**src/rtl/tach_pkg.sv**
```systemverilog
package tach_pkg;
  localparam int FAST_MS = 250;
  localparam int SLOW_MS = 1000;

  typedef enum logic {
    PPR_TWO  = 1'b0,
    PPR_FOUR = 1'b1
  } ppr_e;
endpackage

```
**src/rtl/tach_rst_sync.sv**
```systemverilog
module tach_rst_sync (
  input  logic clk,
  input  logic rst_n,
  output logic rst_core_n
);
  logic [1:0] stage_q;
  logic [1:0] stage_d;

  always_comb begin
    stage_d = {stage_q[0], 1'b1};
  end

  always_ff @(posedge clk or negedge rst_n) begin
    if (!rst_n) stage_q <= 2'b00;
    else        stage_q <= stage_d;
  end

  assign rst_core_n = stage_q[1];
endmodule

```
**src/rtl/tach_sync_edge.sv**
```systemverilog
module tach_sync_edge #(
  parameter int STAGES = 2
) (
  input  logic clk,
  input  logic rst_n,
  input  logic tach_in,
  output logic rise
);
  logic [STAGES:0] shift_q;
  logic [STAGES:0] shift_d;

  always_comb begin
    shift_d = {shift_q[STAGES-1:0], tach_in};
  end

  always_ff @(posedge clk or negedge rst_n) begin
    if (!rst_n) shift_q <= '0;
    else        shift_q <= shift_d;
  end

  assign rise = shift_q[STAGES-1] & ~shift_q[STAGES];

  // a level held high yields a single-cycle rise
  p_rise_single_r2: assert property (@(posedge clk) disable iff (!rst_n)
    rise |=> !rise);
endmodule

```
**src/rtl/tach_timebase.sv**
```systemverilog
module tach_timebase
  import tach_pkg::*;
#(
  parameter int CYC_PER_MS = 25000
) (
  input  logic clk,
  input  logic rst_n,
  input  logic en,
  input  logic fast,
  output logic win_end
);
  localparam int PW  = (CYC_PER_MS > 1) ? $clog2(CYC_PER_MS) : 1;
  localparam int MSW = $clog2(SLOW_MS);
  localparam logic [PW-1:0]  PRE_LAST  = PW'(CYC_PER_MS - 1);
  localparam logic [MSW-1:0] FAST_LAST = MSW'(FAST_MS - 1);
  localparam logic [MSW-1:0] SLOW_LAST = MSW'(SLOW_MS - 1);

  logic [PW-1:0]  pre_q, pre_d;
  logic [MSW-1:0] ms_q, ms_d;
  logic           ms_tick;
  logic [MSW-1:0] ms_last;

  always_comb begin
    ms_last = fast ? FAST_LAST : SLOW_LAST;
    ms_tick = en && (pre_q == PRE_LAST);
    win_end = ms_tick && (ms_q >= ms_last);
    pre_d   = pre_q;
    ms_d    = ms_q;
    if (en) begin
      pre_d = ms_tick ? '0 : pre_q + 1'b1;
    end
    if (ms_tick) begin
      ms_d = win_end ? '0 : ms_q + 1'b1;
    end
  end

  always_ff @(posedge clk or negedge rst_n) begin
    if (!rst_n) begin
      pre_q <= '0;
      ms_q  <= '0;
    end else begin
      pre_q <= pre_d;
      ms_q  <= ms_d;
    end
  end

  // prescaler and window position stay in range
  p_pre_range_r4: assert property (@(posedge clk) disable iff (!rst_n)
    int'(pre_q) < CYC_PER_MS);
  p_ms_range_r4: assert property (@(posedge clk) disable iff (!rst_n)
    int'(ms_q) < SLOW_MS);
  // the window restarts after it closes
  p_end_restart_r4: assert property (@(posedge clk) disable iff (!rst_n)
    win_end |=> (ms_q == '0 && pre_q == '0));
  // the timebase holds while disabled
  p_time_freeze_r5: assert property (@(posedge clk) disable iff (!rst_n)
    !en |=> ($stable(pre_q) && $stable(ms_q)));
endmodule

```
**src/rtl/tach_accum.sv**
```systemverilog
module tach_accum
  import tach_pkg::*;
#(
  parameter int DW = 8,
  parameter int CW = DW + 3
) (
  input  logic          clk,
  input  logic          rst_n,
  input  logic          en,
  input  logic          rise,
  input  logic          win_end,
  input  ppr_e          ppr,
  input  logic [DW-1:0] lo,
  input  logic [DW-1:0] hi,
  output logic [DW-1:0] data,
  output logic          stall,
  output logic          alarm
);
  localparam logic [CW-1:0] CNT_MAX  = '1;
  localparam logic [CW-1:0] DATA_MAX = CW'((64'd1 << DW) - 64'd1);

  logic [CW-1:0] cnt_q, cnt_d;
  logic [CW-1:0] total;
  logic [CW-1:0] quot;
  logic [DW-1:0] norm;
  logic [DW-1:0] data_q, data_d;
  logic          stall_q, stall_d;
  logic          alarm_q, alarm_d;

  always_comb begin
    total = (cnt_q == CNT_MAX) ? cnt_q : cnt_q + CW'(rise);
    quot  = (ppr == PPR_FOUR) ? (total >> 2) : (total >> 1);
    norm  = (quot > DATA_MAX) ? DATA_MAX[DW-1:0] : quot[DW-1:0];

    cnt_d   = cnt_q;
    data_d  = data_q;
    stall_d = stall_q;
    alarm_d = alarm_q;
    if (en) begin
      if (win_end) begin
        cnt_d   = '0;
        data_d  = norm;
        stall_d = (total == '0);
        alarm_d = (norm < lo) || (norm > hi);
      end else begin
        cnt_d = total;
      end
    end
  end

  always_ff @(posedge clk or negedge rst_n) begin
    if (!rst_n) begin
      cnt_q   <= '0;
      data_q  <= '0;
      stall_q <= 1'b0;
      alarm_q <= 1'b0;
    end else begin
      cnt_q   <= cnt_d;
      data_q  <= data_d;
      stall_q <= stall_d;
      alarm_q <= alarm_d;
    end
  end

  assign data  = data_q;
  assign stall = stall_q;
  assign alarm = alarm_q;

  // counting and the published result hold while disabled
  p_freeze_r5: assert property (@(posedge clk) disable iff (!rst_n)
    !en |=> ($stable(cnt_q) && $stable(data_q)));
  // inside a window the count never wraps back
  p_no_wrap_r9: assert property (@(posedge clk) disable iff (!rst_n)
    (en && !win_end) |=> (cnt_q >= $past(cnt_q)));
  // a stalled window always publishes zero
  p_stall_zero_r6: assert property (@(posedge clk) disable iff (!rst_n)
    stall_q |-> (data_q == '0));
  // the alarm agrees with the latched result and the limits
  p_alarm_bounds_r7: assert property (@(posedge clk) disable iff (!rst_n)
    (en && win_end) |=> (alarm_q == ((data_q < $past(lo)) || (data_q > $past(hi)))));
endmodule

```
**src/rtl/fan_tach_meter.sv**
```systemverilog
module fan_tach_meter
  import tach_pkg::*;
#(
  parameter int CYC_PER_MS = 25000,
  parameter int DW         = 8
) (
  input  logic          clk,
  input  logic          rst_n,
  input  logic          tach_in,
  input  logic          ppr_sel,
  input  logic          fast_sel,
  input  logic          tach_en,
  input  logic          tach_mode,
  input  logic [DW-1:0] lo_limit,
  input  logic [DW-1:0] hi_limit,
  output logic [DW-1:0] tach_data,
  output logic          stall,
  output logic          rpm_alarm,
  output logic          meas_active
);
  localparam int CW = DW + 3;

  logic rst_core_n;
  logic rise;
  logic win_end;
  logic meas_q, meas_d;
  ppr_e ppr;

  assign ppr = ppr_e'(ppr_sel);

  tach_rst_sync u_rst (
    .clk        (clk),
    .rst_n      (rst_n),
    .rst_core_n (rst_core_n)
  );

  tach_sync_edge #(.STAGES(2)) u_sync (
    .clk     (clk),
    .rst_n   (rst_core_n),
    .tach_in (tach_in),
    .rise    (rise)
  );

  tach_timebase #(.CYC_PER_MS(CYC_PER_MS)) u_time (
    .clk     (clk),
    .rst_n   (rst_core_n),
    .en      (tach_en),
    .fast    (fast_sel),
    .win_end (win_end)
  );

  tach_accum #(.DW(DW), .CW(CW)) u_acc (
    .clk     (clk),
    .rst_n   (rst_core_n),
    .en      (tach_en),
    .rise    (rise),
    .win_end (win_end),
    .ppr     (ppr),
    .lo      (lo_limit),
    .hi      (hi_limit),
    .data    (tach_data),
    .stall   (stall),
    .alarm   (rpm_alarm)
  );

  always_comb begin
    meas_d = tach_en & ~tach_mode;
  end

  always_ff @(posedge clk or negedge rst_core_n) begin
    if (!rst_core_n) meas_q <= 1'b0;
    else             meas_q <= meas_d;
  end

  assign meas_active = meas_q;

  // fan power is never requested while frozen
  p_meas_off_r8: assert property (@(posedge clk) disable iff (!rst_core_n)
    !tach_en |=> !meas_active);
endmodule

```
**config.mk**
```make
export PLATFORM = sky130hd
export DESIGN_NAME = fan_tach_meter
export DESIGN_NICKNAME = d
export VERILOG_FILES = /design/src/rtl/tach_pkg.sv /design/src/rtl/tach_rst_sync.sv /design/src/rtl/tach_sync_edge.sv /design/src/rtl/tach_timebase.sv /design/src/rtl/tach_accum.sv /design/src/rtl/fan_tach_meter.sv
export SDC_FILE = /design/constraint.sdc
export NUM_CORES = 1
export LEC_CHECK = 0
export BUFFER_PORTS_ARGS = -buffer_cell sky130_fd_sc_hd__buf_2
export CAP_MARGIN = 25
export CORE_MARGIN = 1.5
export CORE_UTILIZATION = 40
export CTS_CLUSTER_SIZE = 25
export DETAILED_ROUTE_END_ITERATION = 16
export PLACE_DENSITY = 0.66
export SYNTH_ARGS = -nofsm -noshare
export SYNTH_HDL_FRONTEND = slang
export SYNTH_SLANG_ARGS = --single-unit
```
**constraint.sdc**
```tcl
create_clock -name clk -period 4.4 [get_ports clk]
set_input_delay 0 -clock clk [delete_from_list [all_inputs] [get_ports clk]]
set_output_delay 0 -clock clk [all_outputs]
set_load 0.05 [all_outputs]
```
# Yosys cells after proc, flatten, opt, wreduce, memory -nomap -nowiden
# Index checks and enable logic that the tools add are counted.
dict set report op_classes {
  eq_ne 2
  n_lt_le_gt_ge 4
  mux 7
  n_reduce_logical 5
  add_sub_neg 3
  bitwise_logic 4
}
# op n
set op_table {}
lappend op_table {{$mux 10} 3}
lappend op_table {{$mux 11} 2}
lappend op_table {{$add 15x1->15 const B} 1}
lappend op_table {{$eq 15x15->1 const B} 1}
lappend op_table {{$mux 15} 1}
lappend op_table {{$add 11x1->11} 1}
lappend op_table {{$eq 11x11->1 const B} 1}
lappend op_table {{$gt 11x8->1 const B} 1}
lappend op_table {{$logic_not 11->1} 1}
lappend op_table {{$add 10x1->10 const B} 1}
lappend op_table {{$ge 10x10->1} 1}
lappend op_table {{$gt 8x8->1} 1}
lappend op_table {{$lt 8x8->1} 1}
lappend op_table {{$mux 8} 1}
lappend op_table {{$and 1x1->1} 2}
lappend op_table {{$logic_and 1x1->1} 2}
lappend op_table {{$not 1->1} 2}
lappend op_table {{$reduce_and 2->1} 1}
lappend op_table {{$logic_or 1x1->1} 1}
dict set report word_totals {
  register_bits 52
  output_inout_bits 11
  wordCells 34
  inputBits 23
}

# Logic depth before layout (Yosys ltp)
# Gate-level depths: netlist (run 1).
dict set report depth {
  word_depth 9
  ltp_mapped 15
  mapped_depth_nobuf 14
}

# Cells and area by module
# Synthesis (run 1) repeated with hierarchy kept, for this count alone.
dict set report unflattened {
  hier_cells 359
  hier_area_um2 3477.1
}
# mod area_per_inst_um2 cells_per_inst seq_area_each_um2 instances
set by_module_without_submodules {}
lappend by_module_without_submodules {tach_accum 1869.3 206 525.5 1}
lappend by_module_without_submodules {tach_timebase 1426.4 144 625.6 1}
lappend by_module_without_submodules {tach_sync_edge 88.8 4 75.1 1}
lappend by_module_without_submodules {tach_rst_sync 53.8 3 50.0 1}
lappend by_module_without_submodules {fan_tach_meter 38.8 2 25.0 1}

# Least setup slack after synthesis (run 1)
# OpenSTA, ideal clock, no wires.
dict set report synth_path {
  path_kind {register to register}
  start {register u_sync.shift_q[2]}
  end {register u_acc.alarm_q (netlist: u_acc.alarm)}
  path_stages_with_launch 15
  setup_slack_ns 1.559
  n_path_buf 1
  period_less_slack_ns 2.841
  setup_time_ns 0.082
  required_ns 4.318
  t_arrival_ns 2.759
  cell_sequence {dfrtp_1 > nor2b_1 > ha_1 > clkbuf_8 > nand4_1 > nor3_1 > mux2i_1 > nand2_1 > ha_1 > a21o_1 > a21oi_1 > o21ai_0 > nor4_1 > o21ai_1 > a31oi_1}
}
dict set report synth_via {
  elab_chain_cells 9
  word_cells_on_any_way 10
  classes_between {add/sub: 1; order compare: 3; mux: 3; bitwise: 2; reduce/logical: 1}
}
# item line_no
set synth_lines {}
lappend synth_lines {{start, declared} tach_sync_edge.sv:9} ;# logic [STAGES:0] shift_q;
lappend synth_lines {{start signal, assigned} tach_sync_edge.sv:18} ;# else shift_q <= shift_d;
lappend synth_lines {{$not 1->1 *} tach_sync_edge.sv:21} ;# assign rise = shift_q[STAGES-1] & ~shift_q[STAGES];
lappend synth_lines {{$and 1x1->1 *} tach_sync_edge.sv:21}
lappend synth_lines {{$add 11x1->11 *} tach_accum.sv:31} ;# total = (cnt_q == CNT_MAX) ? cnt_q : cnt_q + CW'(rise);
lappend synth_lines {{$mux 11 *} tach_accum.sv:31}
lappend synth_lines {{$mux 10 *} tach_accum.sv:32} ;# quot = (ppr == PPR_FOUR) ? (total >> 2) : (total >> 1);
lappend synth_lines {{$gt 11x8->1} tach_accum.sv:33} ;# norm = (quot > DATA_MAX) ? DATA_MAX[DW-1:0] : quot[DW-1:0];
lappend synth_lines {{$mux 8 *} tach_accum.sv:33}
lappend synth_lines {{named net u_acc.norm[2]} tach_accum.sv:25} ;# logic [DW-1:0] norm;
lappend synth_lines {{$lt 8x8->1 / $gt 8x8->1 (equally long branches)} tach_accum.sv:44} ;# alarm_d = (norm < lo) || (norm > hi);
lappend synth_lines {{$logic_or 1x1->1 *} tach_accum.sv:44}
lappend synth_lines {{end signal, assigned} tach_accum.sv:61} ;# alarm_q <= alarm_d;
lappend synth_lines {{end, declared} tach_accum.sv:28} ;# logic alarm_q, alarm_d;
# Mark *: on every way through the listed nets, which the timed path passes. The rest lies on a longest branch.
# A chain may end at the register's enable or synchronous reset.

# Final worst setup path (run 1)
# Ends and elaborated chain as after synthesis.

==> flow_results.xml, run 1 <==
<?xml version="1.0" encoding="UTF-8"?>
<metrics>
  <group name="run_status">
    <metric name="run_status" unit="">finished clean</metric>
  </group>
  <group name="logic_synthesis">
    <metric name="yosys_warnings" unit="">0</metric>
    <metric name="netlist_area" unit="µm²">3340</metric>
    <metric name="yosysSeqAreaShare" unit="">0.390</metric>
    <metric name="postSynthCellCount" unit="">369</metric>
    <metric name="synth_async_sr_flop_share" unit="">1.00</metric>
    <metric name="synth.lib_cells_used.distinct" unit="">59</metric>
    <metric name="synthTopCellsByArea" unit="">sky130_fd_sc_hd__dfrtp_1 (39%), sky130_fd_sc_hd__ha_1 (9.4%), sky130_fd_sc_hd__o21ai_0 (4.5%), sky130_fd_sc_hd__a21oi_1 (4.2%), sky130_fd_sc_hd__nand3_1 (3.6%)</metric>
    <metric name="synth_top_area_cell" unit="">sky130_fd_sc_hd__dfrtp_1</metric>
    <metric name="number_of_flops_mapped_to_enable_cells_by_yosys" unit="">0</metric>
    <metric name="yosys_register_bits" unit="">52</metric>
    <metric name="dominantRegCellSynth" unit="">sky130_fd_sc_hd__dfrtp_1</metric>
    <metric name="synth.avg_cell_area" unit="µm²">9.04</metric>
    <metric name="syn_nets" unit="">417</metric>
    <metric name="synth_largest_type_area_fraction" unit="">0.390</metric>
  </group>
  <group name="sta">
    <metric name="finalSetupViolations" unit="">0</metric>
    <metric name="worstMarginPinSlew" unit="ns">0.718</metric>
    <metric name="fin_tns_setup" unit="ns">0</metric>
    <metric name="fin_skew" unit="ns">0.0104</metric>
    <metric name="max_freq" unit="MHz">301</metric>
    <metric name="drv_slew" unit="">0</metric>
    <metric name="hold_viol" unit="">0</metric>
    <metric name="timing.final.crit_period" unit="ns">3.32</metric>
    <metric name="maxSlewHeadroom" unit="">0.521</metric>
    <metric name="fin_crit_sh" unit="">0.755</metric>
    <metric name="unrepaired_setup_endpoints_after_global_routing" unit="">false</metric>
  </group>
  <group name="setup_path">
    <metric name="reg2reg_from" unit="">u_sync.shift_q[2]</metric>
    <metric name="crit_top_cell" unit="">sky130_fd_sc_hd__ha_1</metric>
    <metric name="critPathMaxStageDelay" unit="ns">0.49</metric>
    <metric name="criticalPathCategory" unit="">flip-flop to flip-flop</metric>
    <metric name="worstSetupStartpoint" unit="">u_sync.shift_q[2]</metric>
    <metric name="reg2reg_slack" unit="ns">1.08</metric>
    <metric name="crit_arrival" unit="ns">3.56</metric>
    <metric name="timing.critical_path.cells" unit="">nor2b_1 &gt; ha_1 &gt; nand4_1 &gt; nor3_1 &gt; mux2i_1 &gt; nand2_1 &gt; ha_1 &gt; a21o_1 &gt; a21oi_1 &gt; o21ai_0 &gt; nor4_1 &gt; o21ai_1 &gt; a31oi_1</metric>
    <metric name="r2r-end" unit="">u_acc.alarm</metric>
    <metric name="worstPathMaxFanout" unit="">10</metric>
    <metric name="timing.critical_path.to_type" unit="">flip-flop</metric>
    <metric name="setup.worst_path.start_class" unit="">flip-flop</metric>
    <metric name="required_time_reported_for_the_critical_path_endpoint" unit="ns">4.64</metric>
    <metric name="critPathSlowestCell" unit="">sky130_fd_sc_hd__mux2i_1</metric>
    <metric name="worst-r2r-cell-count" unit="">13</metric>
  </group>
  <group name="routing">
    <metric name="detail_route.wirelength" unit="µm">7250</metric>
    <metric name="detail_route.first_pass.iterations" unit="">4</metric>
    <metric name="routed_wire_length_per_instance" unit="µm">14.3</metric>
    <metric name="ant_nets" unit="">0</metric>
    <metric name="remaining_drc_errors" unit="">0</metric>
    <metric name="count_of_vias_placed_by_the_detailed_router" unit="">2802</metric>
    <metric name="detail_route.vias_per_cell" unit="">5.55</metric>
    <metric name="initialDrtViolationCount" unit="">180</metric>
  </group>
  <group name="floorplanning">
    <metric name="floorplan.die_area" unit="µm²">8900</metric>
    <metric name="die_extent_in_x" unit="µm">94.3</metric>
    <metric name="rows" unit="">33</metric>
    <metric name="start_util" unit="">0.410</metric>
    <metric name="io_pins" unit="">34</metric>
    <metric name="core-area" unit="µm²">8130</metric>
    <metric name="die_h" unit="µm">94.3</metric>
  </group>
  <group name="power">
    <metric name="power.switching_fraction" unit="">0.363</metric>
    <metric name="seqPwrFrac" unit="">0.510</metric>
    <metric name="power.internal" unit="mW">0.786</metric>
    <metric name="cellPowerDensity" unit="nW/µm²">336</metric>
    <metric name="ir_drop" unit="µV">258</metric>
    <metric name="pwr-share-comb" unit="">0.256</metric>
    <metric name="netSwitchingPower" unit="mW">0.448</metric>
    <metric name="power_frac_clock" unit="">0.234</metric>
    <metric name="power.static_leakage" unit="nW">1.79</metric>
  </group>
  <group name="cts">
    <metric name="htreeDepth" unit="">2</metric>
    <metric name="clkLatencyLatePin" unit="ns">0.32</metric>
    <metric name="tritoncts" unit="">yes</metric>
    <metric name="post_cts_buffers" unit="">0</metric>
    <metric name="cts.repair.resized" unit="">0</metric>
    <metric name="cts_sinks" unit="">52</metric>
    <metric name="cts_inserted_buffers" unit="">5</metric>
    <metric name="root_buffer" unit="">sky130_fd_sc_hd__clkbuf_8</metric>
    <metric name="worst_setup_hold_path_clk_slew" unit="ns">0.11</metric>
    <metric name="ctsLongestPathBuffers" unit="">2</metric>
  </group>
  <group name="placement">
    <metric name="gpl.final_weighted_congestion" unit="">0.808</metric>
    <metric name="place_hpwl" unit="µm">5290</metric>
    <metric name="port_buffers" unit="">33</metric>
  </group>
  <group name="cells_and_area">
    <metric name="multi_input_logic_area" unit="µm²">1810</metric>
    <metric name="share_of_layout_cells_above_drive_strength_1" unit="">0.153</metric>
    <metric name="final_net_count" unit="">447</metric>
    <metric name="syn_to_final_growth" unit="%">10.1</metric>
    <metric name="final-seq-area" unit="µm²">1300</metric>
    <metric name="layout.core_utilization" unit="">0.451</metric>
    <metric name="antenna-diode-count" unit="">0</metric>
    <metric name="num-fill-cells" unit="">786</metric>
  </group>
  <group name="global_route">
    <metric name="globalRoute.totalOverflow" unit="">0</metric>
    <metric name="grt_max_degree" unit="">28</metric>
    <metric name="grt_pass1_vias" unit="">2775</metric>
    <metric name="grt_antenna_before_repair" unit="">0</metric>
    <metric name="grt_use_total" unit="">0.180</metric>
    <metric name="grt_pass1_wl" unit="µm">12800</metric>
  </group>
  <group name="job">
    <metric name="max_cap_violations" unit="">0</metric>
  </group>
  <group name="hold_path">
    <metric name="min-delay-start" unit="">tach_en</metric>
    <metric name="hp_class" unit="">input pin to flip-flop</metric>
    <metric name="worstHoldPathCells" unit="">3</metric>
    <metric name="hold-path-endpoint" unit="">u_time.pre_q[1]</metric>
  </group>
</metrics>
stage by stage:
stage	setup WS [ns]	hold slack, ns	cells	total power, mW	cell area, µm²
final	1.08	0.113	505	1.23	3670
after global routing	0.686	0.169	505	1.32	3670
after CTS	1.06	0.103	505	1.24	3670
after detailed placement	1.09	-0.213	493	0.948	3540
after global placement	1.29	-0.213	492	0.935	3520
after floorplan	1.56	-0.296	369	0.885	3340
Yosys cell counts (all sizes together) (3+ instances only):
cell	instances
nor3	7
nand4	13
nand2b	5
ha	25
o22ai	3
a21o	7
clkbuf	4
inv	29
mux2	3
o211ai	3
buf	11
xnor2	7
xor2	4
nor2b	6
and4	5
o21ai	35
a31oi	4
a21oi	29
and3	11
o31ai	5
nand2	32
nor2	17
nand3	24
dfrtp	52
final cells by class:
| cell class | instances | area share |
|---|---|---|
| Clock buffer | 5 | 0.0187 |
| Tap cell | 105 | 0.0358 |
| Multi-Input combinational cell | 273 | 0.494 |
| Clock inverter | 3 | 0.00579 |
| Inverter | 29 | 0.0296 |
| Sequential cell | 52 | 0.355 |
| Timing Repair Buffer | 38 | 0.0613 |
power groups by stage:
stage | Combinational (mW) | Sequential, mW | Clock, mW
finish | 0.316 | 0.630 | 0.288
global route | 0.363 | 0.645 | 0.312
CTS | 0.317 | 0.627 | 0.294
detailed placement | 0.312 | 0.636 | 0
global placement | 0.297 | 0.638 | 0
floorplan | 0.287 | 0.599 | 0
worst max-delay path by stage:
stage | endpoint | slack (ns)
2_1_floorplan | u_acc.alarm | 1.56
3_3_place_gp | u_acc.alarm | 1.29
3_5_place_dp | u_acc.alarm | 1.09
4_1_cts | u_acc.alarm | 1.06
5_1_grt | u_acc.alarm | 0.69
6_report | u_acc.alarm | 1.08
state kept, by name (all words and copies together), names as in the netlist:
name,flops
u_time.pre_q,15
u_acc.cnt_q,11
u_time.ms_q,10
u_acc.data,8
u_sync.shift_q,3
u_rst.stage_q,2
meas_active,1
u_acc.alarm,1
u_acc.stall,1
placed cells by master (no fill, tap or decap), types with 3 or more instances in the layout:
cell                             n
sky130_fd_sc_hd__a21o_1          7
sky130_fd_sc_hd__buf_2          33
sky130_fd_sc_hd__mux2_2          3
sky130_fd_sc_hd__xnor2_1         7
sky130_fd_sc_hd__dfrtp_1        51
sky130_fd_sc_hd__xor2_1          4
sky130_fd_sc_hd__nor2_1         17
sky130_fd_sc_hd__a21oi_1        28
sky130_fd_sc_hd__inv_1          29
sky130_fd_sc_hd__and3_1         10
sky130_fd_sc_hd__nand2_1        30
sky130_fd_sc_hd__nand3_1        24
sky130_fd_sc_hd__nor2b_1         6
sky130_fd_sc_hd__o21ai_0        30
sky130_fd_sc_hd__nor3_1          6
sky130_fd_sc_hd__o21ai_1         4
sky130_fd_sc_hd__nand2b_1        5
sky130_fd_sc_hd__nand4_1        12
sky130_fd_sc_hd__clkbuf_8        5
sky130_fd_sc_hd__o211ai_1        3
sky130_fd_sc_hd__ha_1           25
sky130_fd_sc_hd__o31ai_1         5
sky130_fd_sc_hd__o22ai_1         3
sky130_fd_sc_hd__a31oi_1         4
sky130_fd_sc_hd__dlygate4sd3_1   4
cells by family after synthesis:
| group | count (synthesis) | synth area share |
|---|---|---|
| buffers and inverters | 44 | 0.0660 |
| adder cells (fa/ha/maj) | 25 | 0.0938 |
| AO/OA/AOI/OAI | 99 | 0.183 |
| multiplexers | 5 | 0.0161 |
| flip-flops | 52 | 0.390 |
| XOR/XNOR | 11 | 0.0289 |
| other | 1 | 0.00112 |
| AND/OR/NAND/NOR | 132 | 0.221 |
what timing repair did:
action | 4_1_cts | 5_1_grt
hold endpoints to repair | 4 | 0
hold buffers | 4 | 0
setup endpoints to repair | 0 | 0
worst max-delay path, delay by kind of cell, from the launching register on:
kind / cells / cell delay (ns)
adders and majority gates: 2 / 0.67
AOI/OAI and AO/OA: 5 / 0.72
DFF: 1 / 0.37
muxes: 1 / 0.49
and+or+nand+nor: 5 / 1.00
layer usage:
layer / GRT usage / wire length [µm]
met1: 0.242 / 3450
met2: 0.303 / 3500
met3: 0.0291 / 212
met4: 0.0448 / 82
met5: 0 / 0
Power figures use the tool's default switching activity.
==> run 2: changes to the inputs <==
--- a/config.mk
+++ b/config.mk
@@ -5,13 +5,14 @@
 export SDC_FILE = /design/constraint.sdc
 export NUM_CORES = 1
 export LEC_CHECK = 0
+export ABC_AREA = 1
 export BUFFER_PORTS_ARGS = -buffer_cell sky130_fd_sc_hd__buf_2
 export CAP_MARGIN = 25
 export CORE_MARGIN = 1.5
 export CORE_UTILIZATION = 40
 export CTS_CLUSTER_SIZE = 25
 export DETAILED_ROUTE_END_ITERATION = 16
-export PLACE_DENSITY = 0.66
+export PLACE_DENSITY = 0.68
 export SYNTH_ARGS = -nofsm -noshare
 export SYNTH_HDL_FRONTEND = slang
 export SYNTH_SLANG_ARGS = --single-unit
==> constraint.sdc (replaced) <==
create_clock -name clk -period 2.9 [get_ports clk]
set_input_delay 0 -clock clk [delete_from_list [all_inputs] [get_ports clk]]
set_output_delay 0 -clock clk [all_outputs]
set_load 0.05 [all_outputs]
==> run 2 against run 1 <==
Against the previous run:
- area after synthesis down 1.8%
- combinational power up 110%
- register-to-register slack worse by 0.96 ns
- clock power up 49%
- synthesized cell count up 16%
- non-clock buffer count up 13
- flip-flop and latch count unchanged
- utilization up 5.1 points
- routed wire length up 1.6%
- largest power group unchanged
- highest routed layer unchanged
==> flow_results.xml, run 2 <==
<?xml version="1.0" encoding="UTF-8"?>
<metrics>
  <group name="setup_path">
    <metric name="timing.critical_path.to_type" unit="">flip-flop</metric>
    <metric name="critPathMaxStageDelay" unit="ns">0.35</metric>
    <metric name="crit_arrival" unit="ns">3.02</metric>
    <metric name="worstPathMaxFanout" unit="">3</metric>
    <metric name="critical_path_depth" unit="">20</metric>
    <metric name="critPathSlowestCell" unit="">sky130_fd_sc_hd__dfrtp_1</metric>
    <metric name="timing.critical_path.cells" unit="">inv_1 &gt; nor2_2 &gt; ha_2 &gt; nand2_4 &gt; nor2_4 &gt; nand3_2 &gt; nand2_2 &gt; inv_2 &gt; nor2_4 &gt; inv_2 &gt; nor2_4 &gt; nand2_2 &gt; a22oi_2 &gt; inv_2 &gt; ha_1 &gt; a21oi_2 &gt; nor2_1 &gt; a211oi_2 &gt; nand2_1 &gt; a21oi_2</metric>
    <metric name="worst-r2r-cell-count" unit="">20</metric>
    <metric name="worst_path_dominant_cell_family" unit="">simple AND/OR/NAND/NOR gates</metric>
    <metric name="required_time_reported_for_the_critical_path_endpoint" unit="ns">3.14</metric>
    <metric name="setup.worst_path.start_class" unit="">flip-flop</metric>
    <metric name="crit_buf_inv" unit="">4</metric>
    <metric name="criticalPathCategory" unit="">flip-flop to flip-flop</metric>
  </group>
  <group name="sta">
    <metric name="max_freq" unit="MHz">359</metric>
    <metric name="maxSlewHeadroom" unit="">0.513</metric>
    <metric name="hold_viol" unit="">0</metric>
    <metric name="worstMarginPinSlew" unit="ns">0.728</metric>
    <metric name="drv_slew" unit="">0</metric>
    <metric name="fin_crit_sh" unit="">0.960</metric>
    <metric name="hold_slack" unit="ns">0.0313</metric>
    <metric name="unrepaired_setup_endpoints_after_global_routing" unit="">true</metric>
    <metric name="fin_skew" unit="ns">0.0127</metric>
    <metric name="timing.final.crit_period" unit="ns">2.78</metric>
    <metric name="finalSetupViolations" unit="">0</metric>
  </group>
  <group name="power">
    <metric name="seqPwrFrac" unit="">0.459</metric>
    <metric name="power.internal" unit="mW">1.25</metric>
    <metric name="power.switching_fraction" unit="">0.378</metric>
    <metric name="power_frac_clock" unit="">0.214</metric>
    <metric name="pwr-share-comb" unit="">0.327</metric>
    <metric name="totalPowerFinal" unit="mW">2.01</metric>
    <metric name="netSwitchingPower" unit="mW">0.760</metric>
    <metric name="power.static_leakage" unit="nW">2.04</metric>
    <metric name="ir_drop" unit="µV">233</metric>
    <metric name="cellPowerDensity" unit="nW/µm²">512</metric>
  </group>
  <group name="cells_and_area">
    <metric name="largest_registers" unit="">u_time.pre_q x15, u_acc.cnt_q x11, u_time.ms_q x10</metric>
    <metric name="multi_input_logic_area" unit="µm²">1810</metric>
    <metric name="antenna-diode-count" unit="">0</metric>
    <metric name="num-fill-cells" unit="">751</metric>
    <metric name="postLayoutCellArea" unit="µm²">3920</metric>
    <metric name="mostFrequentLayoutCell" unit="">sky130_fd_sc_hd__nand2_1</metric>
    <metric name="final_net_count" unit="">528</metric>
    <metric name="layoutNonFillerInstCount" unit="">583</metric>
    <metric name="commonest_non_fill_non_tap_cells_in_the_layout" unit="">sky130_fd_sc_hd__nand2_1 (78), sky130_fd_sc_hd__inv_1 (64), sky130_fd_sc_hd__dfrtp_1 (51)</metric>
    <metric name="share_of_layout_cells_above_drive_strength_1" unit="">0.227</metric>
    <metric name="syn_to_final_growth" unit="%">19.8</metric>
    <metric name="largest-register" unit="">u_time.pre_q</metric>
    <metric name="final-seq-area" unit="µm²">1300</metric>
    <metric name="largest_register_ff_count" unit="">15</metric>
  </group>
  <group name="floorplanning">
    <metric name="die_extent_in_x" unit="µm">93.5</metric>
    <metric name="core-area" unit="µm²">7810</metric>
    <metric name="rows" unit="">32</metric>
    <metric name="floorplan.die_area" unit="µm²">8740</metric>
    <metric name="start_util" unit="">0.419</metric>
    <metric name="die_h" unit="µm">93.5</metric>
    <metric name="io_pins" unit="">34</metric>
  </group>
  <group name="cts">
    <metric name="htreeDepth" unit="">2</metric>
    <metric name="root_buffer" unit="">sky130_fd_sc_hd__clkbuf_8</metric>
    <metric name="ctsLongestPathBuffers" unit="">2</metric>
    <metric name="tritoncts" unit="">yes</metric>
    <metric name="cts_sinks" unit="">52</metric>
    <metric name="clkLatencyLatePin" unit="ns">0.31</metric>
    <metric name="worst_setup_hold_path_clk_slew" unit="ns">0.10</metric>
    <metric name="cts_inserted_buffers" unit="">5</metric>
  </group>
  <group name="logic_synthesis">
    <metric name="synthTopCellsByArea" unit="">sky130_fd_sc_hd__dfrtp_1 (40%), sky130_fd_sc_hd__nand2_1 (10%), sky130_fd_sc_hd__ha_1 (9.6%), sky130_fd_sc_hd__inv_1 (8.0%), sky130_fd_sc_hd__nor2_1 (4.0%)</metric>
    <metric name="synth.avg_cell_area" unit="µm²">7.65</metric>
    <metric name="synth_async_sr_flop_share" unit="">1.00</metric>
    <metric name="dominantRegCellSynth" unit="">sky130_fd_sc_hd__dfrtp_1</metric>
    <metric name="yosys_warnings" unit="">0</metric>
    <metric name="synth_top_area_cell" unit="">sky130_fd_sc_hd__dfrtp_1</metric>
    <metric name="yosys_register_bits" unit="">52</metric>
    <metric name="postSynthCellCount" unit="">428</metric>
    <metric name="yosysSeqAreaShare" unit="">0.397</metric>
    <metric name="synth.lib_cells_used.distinct" unit="">37</metric>
    <metric name="synth.most_common_cell" unit="">sky130_fd_sc_hd__nand2_1</metric>
    <metric name="netlist_top_cells_count" unit="">sky130_fd_sc_hd__nand2_1 (87), sky130_fd_sc_hd__inv_1 (70), sky130_fd_sc_hd__dfrtp_1 (52), sky130_fd_sc_hd__nor2_1 (35)</metric>
    <metric name="syn_nets" unit="">476</metric>
    <metric name="number_of_flops_mapped_to_enable_cells_by_yosys" unit="">0</metric>
    <metric name="netlist_area" unit="µm²">3270</metric>
    <metric name="synth_largest_type_area_fraction" unit="">0.397</metric>
  </group>
  <group name="placement">
    <metric name="placed_area" unit="µm²">3580</metric>
    <metric name="gpl.final_weighted_congestion" unit="">0.867</metric>
    <metric name="port_buffers" unit="">33</metric>
    <metric name="post-place-cells" unit="">562</metric>
    <metric name="place_hpwl" unit="µm">5440</metric>
  </group>
  <group name="global_route">
    <metric name="grt_antenna_before_repair" unit="">0</metric>
    <metric name="grt_use_total" unit="">0.177</metric>
    <metric name="grt_pass1_wl" unit="µm">12400</metric>
    <metric name="grt_max_degree" unit="">28</metric>
    <metric name="globalRoute.totalOverflow" unit="">0</metric>
    <metric name="grt_pass1_vias" unit="">2806</metric>
  </group>
  <group name="run_status">
    <metric name="run_status" unit="">finished clean</metric>
  </group>
  <group name="routing">
    <metric name="detail_route.vias_per_cell" unit="">5.04</metric>
    <metric name="detail_route.wirelength" unit="µm">7360</metric>
    <metric name="count_of_vias_placed_by_the_detailed_router" unit="">2937</metric>
    <metric name="remaining_drc_errors" unit="">0</metric>
    <metric name="initialDrtViolationCount" unit="">116</metric>
    <metric name="routed_wire_length_per_instance" unit="µm">12.6</metric>
    <metric name="ant_nets" unit="">0</metric>
    <metric name="detail_route.first_pass.iterations" unit="">4</metric>
  </group>
  <group name="job">
    <metric name="max_cap_violations" unit="">0</metric>
  </group>
  <group name="hold_path">
    <metric name="hp_class" unit="">input pin to flip-flop</metric>
    <metric name="worstHoldPathCells" unit="">3</metric>
  </group>
</metrics>
run 2: changes by cell type in the layout (fill, tap and decap cells not counted), moves of 9 or more:
cell	before	now
sky130_fd_sc_hd__inv_1	29	64
sky130_fd_sc_hd__inv_2	0	9
sky130_fd_sc_hd__nor2_2	0	9
sky130_fd_sc_hd__buf_4	0	13
sky130_fd_sc_hd__nor3_1	6	15
sky130_fd_sc_hd__nor2_1	17	29
sky130_fd_sc_hd__nand2_1	30	78
sky130_fd_sc_hd__and3_1	10	0
sky130_fd_sc_hd__a21oi_1	28	18
run 2: what timing repair did:
action                                  4_1_cts  5_1_grt
buffers inserted                              2        7
endpoints found under the setup margin        1        1
pin swaps                                     3       24
endpoints found under the hold margin         4        0
hold buffers                                  4        0
gates resized for setup                       5       42
run 2: routing by layer:
metal / global-route usage / routed length, µm / vias up
met5: 0 / 0 / -
met4: 0.0341 / 44 / 0
met3: 0.0252 / 280 / 6
met2: 0.290 / 3610 / 49
met1: 0.247 / 3430 / 1391
li1: - / - / 1491
run 2: cells by family after synthesis:
family	share of synthesized area
AOI/OAI and AO/OA	0.106
and+or+nand+nor	0.269
DFF	0.397
buffers and inverters	0.0936
other	0.00115
adders and majority gates	0.0955
xor gates and xnor gates	0.0374
run 2: final cells by class:
cell class,count,share of cell area
repair buffers,51,0.0801
flip-flops and latches,52,0.332
clock buffers,5,0.0175
clock inverters,3,0.00542
well taps,102,0.0325
inverters,75,0.0718
multi-input cells,295,0.461
run 2: stage by stage:
stage          setup TNS (ns)  utilization  setup WS [ns]
6_report                    0        0.502          0.117
3_5_place_dp           -0.100        0.459         -0.100
2_1_floorplan               0            -          0.333
4_1_cts                     0        0.479        0.00589
5_1_grt               -0.0991        0.502        -0.0991
3_3_place_gp          -0.0161        0.459        -0.0161
run 2: power groups by stage:
stage / Combinational (mW) / Sequential (mW) / Clock [mW]
2_1_floorplan: 0.423 / 0.898 / 0
3_3_place_gp: 0.541 / 0.925 / 0
3_5_place_dp: 0.552 / 0.925 / 0
4_1_cts: 0.571 / 0.913 / 0.447
5_1_grt: 0.758 / 0.936 / 0.474
6_report: 0.658 / 0.922 / 0.430
run 2: final timing paths:
| check | from | to | slack, ns |
|---|---|---|---|
| max | u_sync.shift_q[1] | u_acc.alarm | 0.12 |
| min | tach_en | meas_active | 0.03 |
| max reg2reg | u_sync.shift_q[1] | u_acc.alarm | 0.12 |
| min reg2reg | u_rst.stage_q[1] | u_time.pre_q[5] | 0.26 |
| max in group asynchronous | u_rst.stage_q[1] | u_sync.shift_q[0] | 1.89 |
| min in group asynchronous | u_rst.stage_q[1] | u_time.pre_q[5] | 0.26 |
run 2: worst reg2reg max path, delay by kind of cell, from the launching register on:
kind / cells / cell delay (ns)
AO/OA/AOI/OAI: 4 / 0.63
adder cells (fa/ha/maj): 2 / 0.51
buffers and inverters: 4 / 0.26
flip-flops: 1 / 0.35
AND/OR/NAND/NOR: 10 / 0.99
